--- config.mk ---
export PLATFORM = sky130hd
export DESIGN_NAME = rs_err_apply
export DESIGN_NICKNAME = d
export VERILOG_FILES = /design/src/rtl/rs_apply_pkg.sv /design/src/rtl/rs_sym_map.sv /design/src/rtl/rs_rmw_seq.sv /design/src/rtl/rs_err_apply.sv
export SDC_FILE = /design/constraint.sdc
export NUM_CORES = 1
export LEC_CHECK = 0
export BUFFER_PORTS_ARGS = -buffer_cell sky130_fd_sc_hd__clkbuf_2
export CORE_MARGIN = 1.5
export CORE_UTILIZATION = 35
export CTS_CLUSTER_SIZE = 40
export DETAILED_ROUTE_END_ITERATION = 8
export SKIP_CTS_REPAIR_TIMING = 1
export SKIP_LAST_GASP = 1
export SLEW_MARGIN = 30
export SYNTH_ARGS = -nofsm -noshare
export SYNTH_HDL_FRONTEND = slang
export SYNTH_SLANG_ARGS = --single-unit
--- constraint.sdc ---
create_clock -name clk -period 3.4 [get_ports clk]
set_input_delay 0.17 -clock clk [delete_from_list [all_inputs] [get_ports clk]]
set_output_delay 0.17 -clock clk [all_outputs]
set_load 0.05 [all_outputs]
--- src/rtl/rs_apply_pkg.sv ---
// Shared definitions for the correction applier.
// Assumes 12-bit symbols packed into 8-bit bytes.
package rs_apply_pkg;
    localparam int SYM_W  = 12;
    localparam int BYTE_W = 8;

    typedef enum logic [2:0] {
        ST_IDLE,
        ST_RD0,
        ST_WR0,
        ST_RD1,
        ST_WR1
    } seq_state_e;
endpackage

--- src/rtl/rs_sym_map.sv ---
// Maps one (position, value) pair to up to two byte updates.
// Each update has an area select, an address and an XOR mask.
// Flags pairs that make the page uncorrectable. Purely combinational.
// Assumes symbol 0 carries 8 bits and every later symbol carries 12.
module rs_sym_map
    import rs_apply_pkg::*;
#(
    parameter int DATA_BYTES  = 2048,
    parameter int SPARE_BYTES = 14,
    parameter int POS_W       = 11,
    parameter int ADDR_W      = $clog2(DATA_BYTES)
) (
    input  logic [POS_W-1:0]              pos,
    input  logic [SYM_W-1:0]              pat,
    output logic                          bad,
    output logic                          two,
    output logic [1:0]                    sp,
    output logic [1:0][ADDR_W-1:0]        addr,
    output logic [1:0][BYTE_W-1:0]        mask
);
    localparam int IDX_W   = POS_W + 2;
    localparam int MAX_POS = ((DATA_BYTES + SPARE_BYTES) * BYTE_W - BYTE_W) / SYM_W;

    logic [IDX_W-1:0] base;
    logic [1:0][IDX_W-1:0] idx;

    assign base = IDX_W'((IDX_W'(pos) * IDX_W'(3)) >> 1);

    // Byte indices and masks from the nibble packing rules
    always_comb begin
        idx  = '0;
        mask = '0;
        two  = 1'b1;
        bad  = 1'b0;
        if (pos == '0) begin
            two     = 1'b0;
            mask[0] = pat[7:0];
            bad     = |pat[11:8];
        end else if (pos[0]) begin
            idx[0]  = base;
            mask[0] = pat[11:4];
            idx[1]  = base + IDX_W'(1);
            mask[1] = {pat[3:0], 4'h0};
        end else begin
            idx[0]  = base - IDX_W'(1);
            mask[0] = {4'h0, pat[11:8]};
            idx[1]  = base;
            mask[1] = pat[7:0];
        end
        if (pos > POS_W'(MAX_POS)) bad = 1'b1;
    end

    // Area split per lane: indices past the data area fold into the spare area
    for (genvar k = 0; k < 2; k++) begin : g_lane
        always_comb begin
            sp[k]   = (idx[k] >= IDX_W'(DATA_BYTES));
            addr[k] = sp[k] ? ADDR_W'(idx[k] - IDX_W'(DATA_BYTES)) : ADDR_W'(idx[k]);
        end
    end
endmodule

--- src/rtl/rs_rmw_seq.sv ---
// Accepts mapped pairs and runs read-XOR-write on each byte.
// Keeps the page failure and count state and issues the final status.
// Assumes buffer read data one cycle after the read request.
module rs_rmw_seq
    import rs_apply_pkg::*;
#(
    parameter int SPARE_BYTES = 14,
    parameter int ADDR_W      = 11,
    parameter int CNT_W       = 3
) (
    input  logic                      clk,
    input  logic                      rst_n,
    input  logic                      in_valid,
    input  logic                      in_last,
    output logic                      in_ready,
    input  logic                      map_bad,
    input  logic                      map_two,
    input  logic [1:0]                map_sp,
    input  logic [1:0][ADDR_W-1:0]    map_addr,
    input  logic [1:0][BYTE_W-1:0]    map_mask,
    output logic                      buf_req,
    output logic                      buf_we,
    output logic                      buf_spare,
    output logic [ADDR_W-1:0]         buf_addr,
    output logic [BYTE_W-1:0]         buf_wdata,
    input  logic [BYTE_W-1:0]         buf_rdata,
    output logic                      done,
    output logic                      res_fail,
    output logic [CNT_W-1:0]          res_cnt
);
    seq_state_e                 st;
    logic                       two_q, last_q, fail_q;
    logic [1:0]                 sp_q;
    logic [1:0][ADDR_W-1:0]     addr_q;
    logic [1:0][BYTE_W-1:0]     mask_q;
    logic [CNT_W-1:0]           cnt_q;
    logic                       lane, skip;

    assign in_ready  = (st == ST_IDLE);
    assign skip      = fail_q | map_bad;
    assign lane      = (st == ST_RD1) || (st == ST_WR1);
    assign buf_req   = (st != ST_IDLE);
    assign buf_we    = (st == ST_WR0) || (st == ST_WR1);
    assign buf_spare = sp_q[lane];
    assign buf_addr  = addr_q[lane];
    assign buf_wdata = buf_rdata ^ mask_q[lane];

    // Sequencer, page state and final status
    always_ff @(posedge clk) begin
        if (!rst_n) begin
            st       <= ST_IDLE;
            two_q    <= 1'b0;
            last_q   <= 1'b0;
            fail_q   <= 1'b0;
            sp_q     <= '0;
            addr_q   <= '0;
            mask_q   <= '0;
            cnt_q    <= '0;
            done     <= 1'b0;
            res_fail <= 1'b0;
            res_cnt  <= '0;
        end else begin
            done <= 1'b0;
            unique case (st)
                ST_IDLE: if (in_valid) begin
                    two_q  <= map_two;
                    last_q <= in_last;
                    sp_q   <= map_sp;
                    addr_q <= map_addr;
                    mask_q <= map_mask;
                    if (skip) begin
                        if (in_last) begin
                            done     <= 1'b1;
                            res_fail <= 1'b1;
                            res_cnt  <= '0;
                            cnt_q    <= '0;
                            fail_q   <= 1'b0;
                        end else begin
                            fail_q <= 1'b1;
                        end
                    end else begin
                        st    <= ST_RD0;
                        cnt_q <= cnt_q + CNT_W'(1);
                    end
                end
                ST_RD0: st <= ST_WR0;
                ST_RD1: st <= ST_WR1;
                ST_WR0, ST_WR1: begin
                    if (st == ST_WR0 && two_q) begin
                        st <= ST_RD1;
                    end else begin
                        st <= ST_IDLE;
                        if (last_q) begin
                            done     <= 1'b1;
                            res_fail <= fail_q;
                            res_cnt  <= fail_q ? '0 : cnt_q;
                            cnt_q    <= '0;
                            fail_q   <= 1'b0;
                        end
                    end
                end
                default: st <= ST_IDLE;
            endcase
        end
    end


    accept_stall_chk: assert property (@(posedge clk) disable iff (!rst_n)
        (in_ready && in_valid && !skip) |=> (!in_ready && buf_req && !buf_we));


    rmw_pair_chk: assert property (@(posedge clk) disable iff (!rst_n)
        (buf_req && !buf_we) |=> (buf_req && buf_we && $stable(buf_addr) && $stable(buf_spare)));


    spare_range_chk: assert property (@(posedge clk) disable iff (!rst_n)
        (buf_req && buf_spare) |-> (buf_addr < ADDR_W'(SPARE_BYTES)));


    sticky_fail_chk: assert property (@(posedge clk) disable iff (!rst_n)
        (in_ready && in_valid && fail_q) |=> !buf_req);
endmodule

--- src/rtl/rs_err_apply.sv ---
// Top level: applies decoded symbol corrections to a paged byte buffer.
// Assumes at most MAX_PAIRS pairs per page and a one-cycle buffer read latency.
module rs_err_apply
    import rs_apply_pkg::*;
#(
    parameter int DATA_BYTES  = 2048,
    parameter int SPARE_BYTES = 14,
    parameter int POS_W       = 11,
    parameter int MAX_PAIRS   = 4,
    parameter int ADDR_W      = $clog2(DATA_BYTES),
    parameter int CNT_W       = $clog2(MAX_PAIRS + 1)
) (
    input  logic                 clk,
    input  logic                 rst_n,
    input  logic                 in_valid,
    output logic                 in_ready,
    input  logic [POS_W-1:0]     in_pos,
    input  logic [SYM_W-1:0]     in_pat,
    input  logic                 in_last,
    output logic                 buf_req,
    output logic                 buf_we,
    output logic                 buf_spare,
    output logic [ADDR_W-1:0]    buf_addr,
    output logic [BYTE_W-1:0]    buf_wdata,
    input  logic [BYTE_W-1:0]    buf_rdata,
    output logic                 done,
    output logic                 res_fail,
    output logic [CNT_W-1:0]     res_cnt
);
    logic                    m_bad, m_two;
    logic [1:0]              m_sp;
    logic [1:0][ADDR_W-1:0]  m_addr;
    logic [1:0][BYTE_W-1:0]  m_mask;

    rs_sym_map #(
        .DATA_BYTES(DATA_BYTES), .SPARE_BYTES(SPARE_BYTES),
        .POS_W(POS_W), .ADDR_W(ADDR_W)
    ) u_map (
        .pos(in_pos), .pat(in_pat), .bad(m_bad), .two(m_two),
        .sp(m_sp), .addr(m_addr), .mask(m_mask)
    );

    rs_rmw_seq #(
        .SPARE_BYTES(SPARE_BYTES), .ADDR_W(ADDR_W), .CNT_W(CNT_W)
    ) u_seq (
        .clk(clk), .rst_n(rst_n), .in_valid(in_valid), .in_last(in_last),
        .in_ready(in_ready), .map_bad(m_bad), .map_two(m_two), .map_sp(m_sp),
        .map_addr(m_addr), .map_mask(m_mask), .buf_req(buf_req), .buf_we(buf_we),
        .buf_spare(buf_spare), .buf_addr(buf_addr), .buf_wdata(buf_wdata),
        .buf_rdata(buf_rdata), .done(done), .res_fail(res_fail), .res_cnt(res_cnt)
    );
endmodule

# After elaboration in Yosys (flattened, before gate mapping)
# Cells that the tools add are included.
[totals]
register_bits = 54
in_bits = 35
word_cells = 100
[classes]
addsub = 5
multipliers = 1
n_lt_le_gt_ge = 4
eq_ne = 11
muxes = 50
bitwise = 2
n_reduce_logical = 14
[op_table]
columns = ["operator", "n"]
rows = [
  ["two-way mux 26 bit", 2],
  ["two-way mux 11 bit", 4],
  ["two-way mux 3 bit", 12],
  ["two-way mux 8 bit", 4],
  [">= comparator 13 x 12 -> 1 bit, second input constant", 2],
  ["subtractor 11 x 1 -> 11 bit, second input constant", 2],
  ["two-way mux 1 bit", 20],
  ["two-way mux 16 bit", 1],
  ["adder 12 x 1 -> 13 bit, second input constant", 1],
  ["multiplier 11 x 2 -> 13 bit, second input constant", 1],
  ["subtractor 12 x 1 -> 13 bit, second input constant", 1],
  ["case mux 3 bit (2 select lines)", 2],
  ["case mux 3 bit (4 select lines)", 1],
  ["greater-than comparator 11 bit, second input constant", 1],
  ["logical NOT 11 bit", 1],
  ["AND reduction 5 bit", 2],
  ["XOR 8 bit", 1],
  ["== test 3 x 2 -> 1 bit, second input constant", 2],
  ["inequality test 2 x 1 -> 1 bit, second input constant", 3],
  ["inequality test 2 bit, second input constant", 3],
  ["case mux 1 bit (2 select lines)", 3],
  ["AND reduction 6 bit", 1],
  ["AND reduction 2 bit", 2],
  ["OR reduction 4 bit", 1],
  ["other kinds (13)", 14],
]

# Longest topological paths before layout
[logic_depth]
word_depth = 7
depth_mapped = 11
mapped_depth_nobuf = 10

# Cells and area by module
# Synthesis repeated with hierarchy kept, for this count alone.
[hier_totals]
hier_cells = 516
area_unflattened_um2 = 4101.4
[modules_own_cells]
columns = ["mod", "n_inst", "cells_each", "area_per_inst_um2", "seq_area_each_um2"]
rows = [
  ["rs_rmw_seq", 1, 285, 2468.6, 1081.0],
  ["rs_sym_map", 1, 231, 1632.8, 0.0],
]

# Worst setup path after synthesis
# OpenSTA, ideal clock, no wires.
[synth_timing]
kind = "register to register"
from = "reg u_seq.st[0]"
to = "reg u_seq.addr_q[10] (netlist bit)"
arrival_ps = 2550
slack_ps = 728
path_stages_with_launch = 11
n_path_buf = 3
cell_sequence = "dfxtp_1 > clkbuf_1 > or3_1 > clkbuf_1 > inv_1 > nand2_1 > nor2_1 > buf_2 > nand3_1 > a31oi_1 > a221o_1"
[synth_between]
elab_chain_len = 2
[synth_rtl]
columns = ["item", "line", "text"]
rows = [
  ["start, declared", "rs_rmw_seq.sv:31", "seq_state_e st;"],
  ["start signal, assigned", "rs_rmw_seq.sv:51", "st <= ST_IDLE;"],
  ["start signal, assigned", "rs_rmw_seq.sv:82", "st <= ST_RD0;"],
  ["start signal, assigned", "rs_rmw_seq.sv:86", "ST_RD0: st <= ST_WR0;"],
  ["logical NOT 3 bit", "--", ""],
  ["via in_ready", "rs_err_apply.sv:16", "output logic in_ready,"],
  ["AND reduction 2 bit (no line)", "--", ""],
  ["end signal, assigned", "rs_rmw_seq.sv:69", "addr_q <= map_addr;"],
  ["end, declared", "rs_rmw_seq.sv:34", "logic [1:0][ADDR_W-1:0] addr_q;"],
]
# The timed path passes the listed nets, and every way through them passes these cells.
# A chain may end at the register's enable or synchronous reset.

# Worst setup path after layout
[layout_timing]
from = "in in_pos[1]"
to = "reg u_seq.addr_q[21] (netlist bit)"
[layout_between]
elab_chain_len = 6
elab_cells_between_ends = 8
[layout_rtl]
columns = ["item", "line", "text"]
rows = [
  ["start, declared", "rs_err_apply.sv:17", "input logic [POS_W-1:0] in_pos,"],
  ["multiplier 11 x 2 -> 13 bit", "rs_sym_map.sv:27", "assign base = IDX_W'((IDX_W'(pos) * IDX_W'(3)) >> 1);"],
  ["adder 12 x 1 -> 13 bit", "rs_sym_map.sv:42", "idx[1] = base + IDX_W'(1);"],
  ["two-way mux 26 bit", "rs_sym_map.sv:39", "end else if (pos[0]) begin"],
  ["two-way mux 26 bit (*)", "rs_sym_map.sv:35", "if (pos == '0) begin"],
  ["subtractor 11 x 1 -> 11 bit or >= comparator 13 x 12 -> 1 bit (tied branches)", "rs_sym_map.sv:57, rs_sym_map.sv:56", ""],
  ["two-way mux 11 bit (*)", "rs_sym_map.sv:57", "addr[k] = sp[k] ? ADDR_W'(idx[k] - IDX_W'(DATA_BYTES)) : ADDR_W'(idx[k]);"],
]
# Every way passes the cells marked *; elsewhere a longest branch is shown, timed or not.

==> impl_metrics.env <==
export IMPL_status="complete, no violations"
export IMPL_mostFrequentLayoutCell="sky130_fd_sc_hd__clkbuf_2"
export IMPL_n_antenna_cell=0
export IMPL_number_of_endpoints_with_negative_hold_slack_in_the_final_report=0
export IMPL_cp_end_kind="flop"
export IMPL_setup_tns_final_ns=0
export IMPL_cts_htree_levels=2
export IMPL_postSynth_topFlopCell="sky130_fd_sc_hd__dfxtp_1"
export IMPL_chipWidth_um=108
export IMPL_gp_routability_congestion=0.867
export IMPL_cap_violations=0
export IMPL_synth_sequential_area_ratio_pct=28.2
export IMPL_reg2reg_depth=7
export IMPL_layout_core_utilization_pct=40.7
export IMPL_syn_cell_area_sq_um=3830
export IMPL_grt_antenna_before_repair=0
export IMPL_floorplan_io_pins=63
export IMPL_drt_initial_drc_count=208
export IMPL_placement_io_buffers=62
export IMPL_setup_viol=0
export IMPL_rsz0062_at_grt="no"
export IMPL_count_of_final_max_slew_check_failures=0
export IMPL_routed_via_density=5.20
export IMPL_synth_top_cell_area_share_pct=28.2
export IMPL_layoutNonFillerInstCount=643
export IMPL_criticalPathCategory="input port to flop"
export IMPL_worst_slew_pin_slew_ns=0.710
export IMPL_synth_largest_area_cell="sky130_fd_sc_hd__dfxtp_1"
export IMPL_worstHoldPathType="input port to flop"
export IMPL_wire_per_inst_um=14.1
export IMPL_layout_area_overhead_vs_synth_pct=14.1
export IMPL_worst_hold_slack_ns=0.0969
export IMPL_post_synthesis_area_per_instance_sq_um=8.49
export IMPL_grt_pass1_wl_um=14600
export IMPL_slowest_stage="sky130_fd_sc_hd__fa_1"
export IMPL_worst_path_required_ns=3.61
export IMPL_rows=38
export IMPL_start_kind="input port"
export IMPL_num_nets_final=566
export IMPL_syn_instance_count=451
export IMPL_clock_latency_ns=0.32
export IMPL_design_core_area_sq_um=10700
export IMPL_post_dp_hpwl_um=7020
export IMPL_antenna_violating_nets_post_route=0
export IMPL_floorplan_die_height_um=108
export IMPL_cp_data_arrival_time_ns=2.71
export IMPL_detail_route_first_pass_iterations=4
export IMPL_power_density_nw_per_um2=409
export IMPL_path_max_fanout=9
export IMPL_die_area_sq_um=11600
export IMPL_filler_cell_count=1156
export IMPL_clkTransAtPathRegs_ns=0.10
export IMPL_yosys_warnings=0
export IMPL_ys_seq_elements=54
export IMPL_grt_max_degree=33
export IMPL_grt_overflow_total=0
export IMPL_synth_async_sr_flop_share_pct=0
export IMPL_yosys_top_cells_area="sky130_fd_sc_hd__dfxtp_1 (28%), sky130_fd_sc_hd__ha_1 (9.1%), sky130_fd_sc_hd__mux2_2 (5.3%), sky130_fd_sc_hd__xnor2_1 (4.8%), sky130_fd_sc_hd__nand2_1 (4.6%)"
export IMPL_maxClockFrequency_mhz=400
export IMPL_clock_sink_count=54
export IMPL_post_route_cells_drive_above_1_share_pct=22.5
export IMPL_drt_total_wl_um=9070
export IMPL_clk_path_buf_depth=2
export IMPL_max_slew_margin_pct=52.2
export IMPL_period_minus_slack_ns=2.50
export IMPL_crit_chain="clkbuf_2 > ha_1 > fa_1 > a21oi_2 > o21bai_1 > xor2_2 > nand4_1 > nor4_2 > nor2_1 > a221o_1"
export IMPL_drcViolationCount=0
export IMPL_synth_enable_flop_cells=0
export IMPL_period_share_pct=73.5
export IMPL_syn_nets=515
export IMPL_grt_util_all_layers_pct=16.0
export IMPL_most_common_layout_cells="sky130_fd_sc_hd__clkbuf_2 (62), sky130_fd_sc_hd__dfxtp_1 (54), sky130_fd_sc_hd__nand2_1 (47)"
export IMPL_placed_cell_count=635
export IMPL_worst_hold_path_num_cells=3
export IMPL_critical_path_max_stage_delay_ns=0.46
export IMPL_ir_worst_vdd_mv=0.189
export IMPL_tritoncts="done"
export IMPL_vias=3341
export IMPL_power_leakage_nw=1.82
export IMPL_final_setup_skew_ns=0.00746
export IMPL_cts_buffers=5
export IMPL_synth_distinct_cells=68
export IMPL_initial_utilization_pct=35.6
export IMPL_first_global_vias=3037
export IMPL_cts_root_buffer_cell="sky130_fd_sc_hd__clkbuf_8"
-- area by class of cell --
type / count / area, sq um / share of cell area, %
Inverter: 20 / 75.1 / 1.72
Timing Repair Buffer: 68 / 355 / 8.13
Sequential cell: 54 / 1080 / 24.7
Clock buffer: 8 / 110 / 2.52
Multi-Input combinational cell: 353 / 2570 / 58.9
Tap cell: 140 / 175 / 4.01
-- synth_stat cells (2+ instances only) --
| master | count |
|---|---|
| sky130_fd_sc_hd__a21o_1 | 2 |
| sky130_fd_sc_hd__a21oi_1 | 24 |
| sky130_fd_sc_hd__a221o_1 | 2 |
| sky130_fd_sc_hd__a22oi_1 | 18 |
| sky130_fd_sc_hd__a2bb2oi_1 | 2 |
| sky130_fd_sc_hd__a311oi_1 | 4 |
| sky130_fd_sc_hd__a31oi_1 | 3 |
| sky130_fd_sc_hd__and2_1 | 6 |
| sky130_fd_sc_hd__and3_1 | 3 |
| sky130_fd_sc_hd__buf_1 | 3 |
| sky130_fd_sc_hd__buf_2 | 5 |
| sky130_fd_sc_hd__buf_4 | 2 |
| sky130_fd_sc_hd__clkbuf_1 | 13 |
| sky130_fd_sc_hd__dfxtp_1 | 54 |
| sky130_fd_sc_hd__ha_1 | 28 |
| sky130_fd_sc_hd__inv_1 | 20 |
| sky130_fd_sc_hd__mux2_2 | 18 |
| sky130_fd_sc_hd__mux2i_1 | 15 |
| sky130_fd_sc_hd__nand2_1 | 47 |
| sky130_fd_sc_hd__nand2b_1 | 6 |
| sky130_fd_sc_hd__nand3_1 | 17 |
| sky130_fd_sc_hd__nand3b_1 | 3 |
| sky130_fd_sc_hd__nand4_1 | 5 |
| sky130_fd_sc_hd__nor2_1 | 43 |
| sky130_fd_sc_hd__nor2b_1 | 3 |
| sky130_fd_sc_hd__nor3_1 | 7 |
| sky130_fd_sc_hd__nor4_1 | 4 |
| sky130_fd_sc_hd__nor4_2 | 2 |
| sky130_fd_sc_hd__o2111ai_1 | 4 |
| sky130_fd_sc_hd__o211ai_1 | 6 |
| sky130_fd_sc_hd__o21a_1 | 3 |
| sky130_fd_sc_hd__o21ai_0 | 13 |
| sky130_fd_sc_hd__o21ai_1 | 3 |
| sky130_fd_sc_hd__o21bai_1 | 2 |
| sky130_fd_sc_hd__xnor2_1 | 21 |
| sky130_fd_sc_hd__xor2_1 | 8 |
-- stage by stage --
step / area, sq um / setup slack, ns / power, mW
3_5_place_dp: 4260 / 0.576 / 1.39
6_report: 4370 / 0.901 / 1.79
5_1_grt: 4370 / 0.668 / 1.90
4_1_cts: 4370 / 0.916 / 1.80
2_1_floorplan: 3830 / 0.728 / 1.24
3_3_place_gp: 4260 / 0.662 / 1.38
-- logic make-up after synthesis --
logic type                 count (synthesis)  share of synthesized area, %
AOI/OAI and AO/OA                        100                          18.9
xor gates and xnor gates                  33                          8.92
adders and majority gates                 29                          9.67
buffers and inverters                     44                          4.70
DFF                                       54                          28.2
muxes                                     33                          9.21
and+or+nand+nor                          158                          20.4
-- worst max-delay path, delay by kind of cell --
family                   cells  cell delay (ns)
AO/OA/AOI/OAI                3             0.64
XOR/XNOR                     1             0.38
adder cells (fa/ha/maj)      2             0.71
buffers and inverters        1             0.13
AND/OR/NAND/NOR              3             0.65
-- registers in the layout (all words and copies together) (netlist names) --
name / count
u_seq.addr_q: 22
u_seq.last_q: 1
u_seq.mask_q: 16
u_seq.res_fail: 1
u_seq.two_q: 1
u_seq.st: 3
u_seq.cnt_q: 3
u_seq.res_cnt: 3
u_seq.sp_q: 2
u_seq.done: 1
u_seq.fail_q: 1
-- metal layers --
layer  routed length (um)  global-route usage [%]  up-vias
met3                  457                    2.06        8
li1                     -                       -     1701
met1                 4280                    21.6     1552
met5                    0                       0        -
met2                 4210                    26.7       80
met4                  116                    4.32        0
-- report_power, final --
| part | internal (mW) | switching (mW) | total, mW |
|---|---|---|---|
| clock | 0.206 | 0.208 | 0.414 |
| sequential | 0.684 | 0.0290 | 0.713 |
| combinational | 0.231 | 0.429 | 0.659 |
| total | 1.12 | 0.666 | 1.79 |
-- worst paths after layout --
kind	start	to	slack, ns
max	in_pos[1]	u_seq.addr_q[21]	0.90
min	in_last	u_seq.last_q	0.1
max reg2reg	u_seq.st[0]	u_seq.addr_q[10]	1.08
min reg2reg	u_seq.mask_q[3]	u_seq.mask_q[3]	0.46
Note: power is estimated with default switching activity, not from simulation.
